$ cat config.mk
export PLATFORM = sky130hd
export DESIGN_NAME = lp_suspend_ctrl
export DESIGN_NICKNAME = d
export VERILOG_FILES = /design/src/rtl/lp_suspend_pkg.sv /design/src/rtl/lp_sync_chain.sv /design/src/rtl/lp_req_qual.sv /design/src/rtl/lp_susp_fsm.sv /design/src/rtl/lp_suspend_ctrl.sv
export SDC_FILE = /design/constraint.sdc
export NUM_CORES = 1
export LEC_CHECK = 0
export CORE_AREA = 2 2 39 41
export DETAILED_ROUTE_END_ITERATION = 12
export DIE_AREA = 0 0 41 43
export DONT_BUFFER_PORTS = 1
export PLACE_DENSITY = 0.31
export SYNTH_ARGS = -nofsm -noshare
export SYNTH_HDL_FRONTEND = slang
export SYNTH_HIERARCHICAL = 1
export SYNTH_SLANG_ARGS = --single-unit
$ cat constraint.sdc
create_clock -name clk -period 1.2 [get_ports clk]
set_input_delay 0.12 -clock clk [delete_from_list [all_inputs] [get_ports clk]]
set_output_delay 0.12 -clock clk [all_outputs]
set_load 0.02 [all_outputs]
$ cat src/rtl/lp_suspend_pkg.sv
package lp_suspend_pkg;

    typedef enum logic [1:0] {
        ST_RUN   = 2'd0,
        ST_DRAIN = 2'd1,
        ST_SUSP  = 2'd2
    } susp_state_e;

    typedef enum logic {
        SRC_PIN  = 1'b0,
        SRC_HALT = 1'b1
    } susp_src_e;

endpackage

$ cat src/rtl/lp_sync_chain.sv
module lp_sync_chain #(
    parameter int   STAGES  = 2,
    parameter logic RST_VAL = 1'b1
) (
    input  logic clk,
    input  logic rst_n,
    input  logic d,
    output logic q
);
    logic [STAGES-1:0] chain_q;

    generate
        for (genvar i = 0; i < STAGES; i++) begin : g_stage
            if (i == 0) begin : g_first
                always_ff @(posedge clk or negedge rst_n) begin
                    if (!rst_n) chain_q[0] <= RST_VAL;
                    else        chain_q[0] <= d;
                end
            end else begin : g_rest
                always_ff @(posedge clk or negedge rst_n) begin
                    if (!rst_n) chain_q[i] <= RST_VAL;
                    else        chain_q[i] <= chain_q[i-1];
                end
            end
        end
    endgenerate

    assign q = chain_q[STAGES-1];
endmodule

$ cat src/rtl/lp_req_qual.sv
module lp_req_qual (
    input  logic pin_sync_n,
    input  logic cfg_pin_en,
    input  logic smm_active,
    input  logic cfg_smm_susp_en,
    output logic pin_req,
    output logic pin_released
);
    logic smm_ok;

    always_comb begin
        smm_ok       = !smm_active || cfg_smm_susp_en;
        pin_req      = !pin_sync_n && cfg_pin_en && smm_ok;
        pin_released = pin_sync_n;
    end
endmodule

$ cat src/rtl/lp_susp_fsm.sv
module lp_susp_fsm
    import lp_suspend_pkg::*;
(
    input  logic clk,
    input  logic rst_n,
    input  logic pin_req,
    input  logic pin_released,
    input  logic halt_pulse,
    input  logic cfg_halt_susp,
    input  logic int_event,
    input  logic core_drained,
    output logic drain_req,
    output logic clk_stop_req,
    output logic susp_ack_n
);
    susp_state_e state_q, state_d;
    susp_src_e   src_q, src_d;

    // state register
    always_ff @(posedge clk or negedge rst_n) begin
        if (!rst_n) begin
            state_q <= ST_RUN;
            src_q   <= SRC_PIN;
        end else begin
            state_q <= state_d;
            src_q   <= src_d;
        end
    end

    // next-state logic
    always_comb begin
        state_d = state_q;
        src_d   = src_q;
        unique case (state_q)
            ST_RUN: begin
                if (pin_req) begin
                    state_d = ST_DRAIN;
                    src_d   = SRC_PIN;
                end else if (halt_pulse && cfg_halt_susp) begin
                    state_d = ST_DRAIN;
                    src_d   = SRC_HALT;
                end
            end
            ST_DRAIN: begin
                if (core_drained) state_d = ST_SUSP;
            end
            ST_SUSP: begin
                if (src_q == SRC_PIN) begin
                    if (pin_released) state_d = ST_RUN;
                end else begin
                    if (int_event) state_d = ST_RUN;
                end
            end
            default: state_d = ST_RUN;
        endcase
    end

    // outputs
    always_comb begin
        drain_req    = 1'b0;
        clk_stop_req = 1'b0;
        susp_ack_n   = 1'b1;
        unique case (state_q)
            ST_RUN:   ;
            ST_DRAIN: drain_req = 1'b1;
            ST_SUSP: begin
                clk_stop_req = 1'b1;
                susp_ack_n   = 1'b0;
            end
            default: ;
        endcase
    end
endmodule

$ cat src/rtl/lp_suspend_ctrl.sv
module lp_suspend_ctrl #(
    parameter int SYNC_STAGES = 2
) (
    input  logic clk,
    input  logic rst_n,
    input  logic susp_req_n,
    input  logic halt_pulse,
    input  logic smm_active,
    input  logic int_event,
    input  logic cfg_pin_en,
    input  logic cfg_halt_susp,
    input  logic cfg_smm_susp_en,
    input  logic core_drained,
    output logic drain_req,
    output logic clk_stop_req,
    output logic susp_ack_n
);
    logic pin_sync_n;
    logic pin_req;
    logic pin_released;

    lp_sync_chain #(
        .STAGES  (SYNC_STAGES),
        .RST_VAL (1'b1)
    ) u_sync (
        .clk   (clk),
        .rst_n (rst_n),
        .d     (susp_req_n),
        .q     (pin_sync_n)
    );

    lp_req_qual u_qual (
        .pin_sync_n      (pin_sync_n),
        .cfg_pin_en      (cfg_pin_en),
        .smm_active      (smm_active),
        .cfg_smm_susp_en (cfg_smm_susp_en),
        .pin_req         (pin_req),
        .pin_released    (pin_released)
    );

    lp_susp_fsm u_fsm (
        .clk           (clk),
        .rst_n         (rst_n),
        .pin_req       (pin_req),
        .pin_released  (pin_released),
        .halt_pulse    (halt_pulse),
        .cfg_halt_susp (cfg_halt_susp),
        .int_event     (int_event),
        .core_drained  (core_drained),
        .drain_req     (drain_req),
        .clk_stop_req  (clk_stop_req),
        .susp_ack_n    (susp_ack_n)
    );
endmodule

==> metrics <==
initial DRC count 0; setup bufs post-CTS 0; mux share of post-synthesis cell area roughly 4.3%; Routed WL between 400 and 500 um; H-tree levels 1; Core Box Area between 1000 and 1500 um2; crit end category output port; status complete, no violations; Unique masters post-synth 13; vias in the first global route around 200; actual slew at the worst max-slew pin 0.280 ns; Pins Over Slew Limit 0; Post-layout nets 37; Reg area between 100 and 150 um2; post-synthesis register bit count 5; first-pass detailed-route iteration total 1; initial antenna violation count 0; CTS tree built; Inserted Diodes 0; hold wc startpoint core_drained; Via density around 4; Top Ports 13; Layout area overhead 37.4%; worst hold endpoint u_fsm/state_q[1]; Seq pwr share roughly 39%; Setup Total Neg Slack 0 ns; share of cells above drive strength 1 between 40% and 50%; sw frac roughly 34%; top cells by area, synth dfrtp_1 (32%), dfstp_2 (22%), a211oi_1 (6.4%); global-route wire length before repair about 750 um; Seq/Total Area, Yosys between 50 and 60%; WL/cell around 11 um; die width a little over 40 um; Min Hold Slack 0.0223 ns; CP startpoint kind flip-flop; CTS clock-pin slew for the worst setup and hold paths 0.04 ns; clock group share of total power a little over a quarter; total die area roughly 1800 um2; Setup violations, final 0; Clock Path Buffers 2; Achievable Freq about 890 MHz; Syn Area/Cell around 13 um2; TritonCTS Sinks 5; Util after Layout 23.2%; Final Hold Fails 0; Tot Pwr 740 uW; required time of the worst setup path ~1.1 ns; yosys warns 6; Adder-Cell Fraction of Synth Area 0%; Net Switching roughly 250 uW; crit path DAT 1.00 ns; Row Count 14; Cell Area, Synth 234 um2; Die Height between 40 and 50 um; Gate Count Post-Synth 18; RSZ-0062 raised after global routing false; Initial Util roughly 17%; Root Buffer clkbuf_4; Final period util around 93%; DR vias 171; placer congestion estimate approximately 0.60; Residual DRC 0; peak supply drop 0.606 mV; flop2flop setup slack between 0.15 and 0.2 ns; XOR/XNOR share of the synthesized area 0%; crit path max fanout 5; Register-to-Register Path Depth 3; IO buf count 0; # Max-Cap Violations 0; Logic pwr share between 30% and 40%; Final Skew about 0.0031 ns; area of the multi-input gates ~98 um2; # fillers 150; GR Overflow Total 0; worst min-delay path category input pin to flip-flop; Yosys top cell by area dfrtp_1; Compound-Gate Fraction of Synth Area between 10% and 20%; post-synth top area share 32.1%; CTS Buf Count 3; Internal 485 uW; worst r2r src u_sync/q; R2R Path End u_fsm/state_q[0]; DP Worst Slack between 0.15 and 0.2 ns; WS Path Type flip-flop to output port; leakage power approximately 0.00013 uW; largest net degree at the start of global routing 7; largest family of logic cells by synthesized area simple AND/OR/NAND/NOR gates; relative slew slack 81.1%; gr usage total roughly 7.2%; Post-Syn Nets 28; Worst setup startpoint u_fsm/state_q[1]; Post-Synth Simple-Gate Area between 20% and 30%; clk_lat worst skew around 0.24 ns; Setup WS post-layout 0.0795 ns; Hold Crit Depth 1; fin crit period 1.12 ns; remaining antenna violation count after routing 0; P per Cell Area between 2000 and 2500 nW/um2
==> critical path, stage by stage (launching register included) <==
cell and delay, ns:
dfrtp_1 0.40, nor2b_2 0.20, buf_4 0.16
==> power by group through the flow <==
stage               Combinational (uW)  Sequential, uW  Clock (uW)
finish                             257             291         192
global route                       277             301         220
CTS                                258             283         200
detailed placement                 247             285           0
global placement                   246             283           0
floorplan                          182             272           0
==> synthesized netlist by cell type <==
cell type	number
inv_1	1
nor2b_1	2
nor2b_4	1
nor4bb_1	1
nor3b_2	1
a22o_1	1
dfstp_2	2
nor2_1	1
dfrtp_1	3
buf_4	1
a2bb2oi_1	1
a211oi_1	2
mux2i_1	1
==> cell usage in the layout (no fill, tap or decap) <==
cell           n
a2bb2oi_1      1
mux2i_1        1
nor2b_1        1
dfstp_2        2
a211oi_1       2
nor3b_2        1
nor4bb_1       1
nor2b_4        1
buf_4          2
nor2b_2        1
nor2_1         1
dlygate4sd3_1  3
clkbuf_1       1
dfrtp_2        1
dfrtp_1        2
clkbuf_4       3
inv_1          1
a22o_1         1
==> metrics by stage <==
step           cells  cell area [um2]
2_1_floorplan     18              234
3_3_place_gp      35              262
3_5_place_dp      35              262
4_1_cts           42              318
5_1_grt           42              322
6_report          42              322
==> worst max path at each step <==
| stage | end | cells past startpoint |
|---|---|---|
| global placement | u_fsm/state_q[0] | 3 |
| global route | clk_stop_req | 2 |
| CTS | clk_stop_req | 2 |
| finish | clk_stop_req | 2 |
| floorplan | susp_ack_n | 2 |
| detailed placement | u_fsm/state_q[0] | 3 |
==> timing repair <==
action,CTS,global route
resized for setup,0,2
hold buffers,3,0
endpoints found under the setup margin,0,2
hold endpoints to repair,7,0
==> registers in the layout (all words and copies together), names as in the netlist <==
signal          flops
u_sync/chain_q      1
u_sync/q            1
u_fsm/src_q         1
u_fsm/state_q       2
==> cell type report <==
cell class                 instances  share of cell area [%]
clock buffer                       4                    8.17
inverter                           1                    1.17
multi-input combinational         11                    30.4
sequential                         5                    40.1
tap                               16                    6.23
timing repair buffer               5                    14.0
==> layer usage <==
layer	vias to the layer above	share of wire [%]	global-route usage [%]
met5	-	0	0
met4	0	0	6.00
met3	0	16	7.85
met2	9	51	10.3
met1	83	32	4.61
li1	79	-	-
==> logic make-up after synthesis <==
| family | after synthesis |
|---|---|
| DFF | 5 |
| buffers and inverters | 2 |
| AOI/OAI and AO/OA | 4 |
| and+or+nand+nor | 6 |
| muxes | 1 |
(Power assumes the default switching activity.)
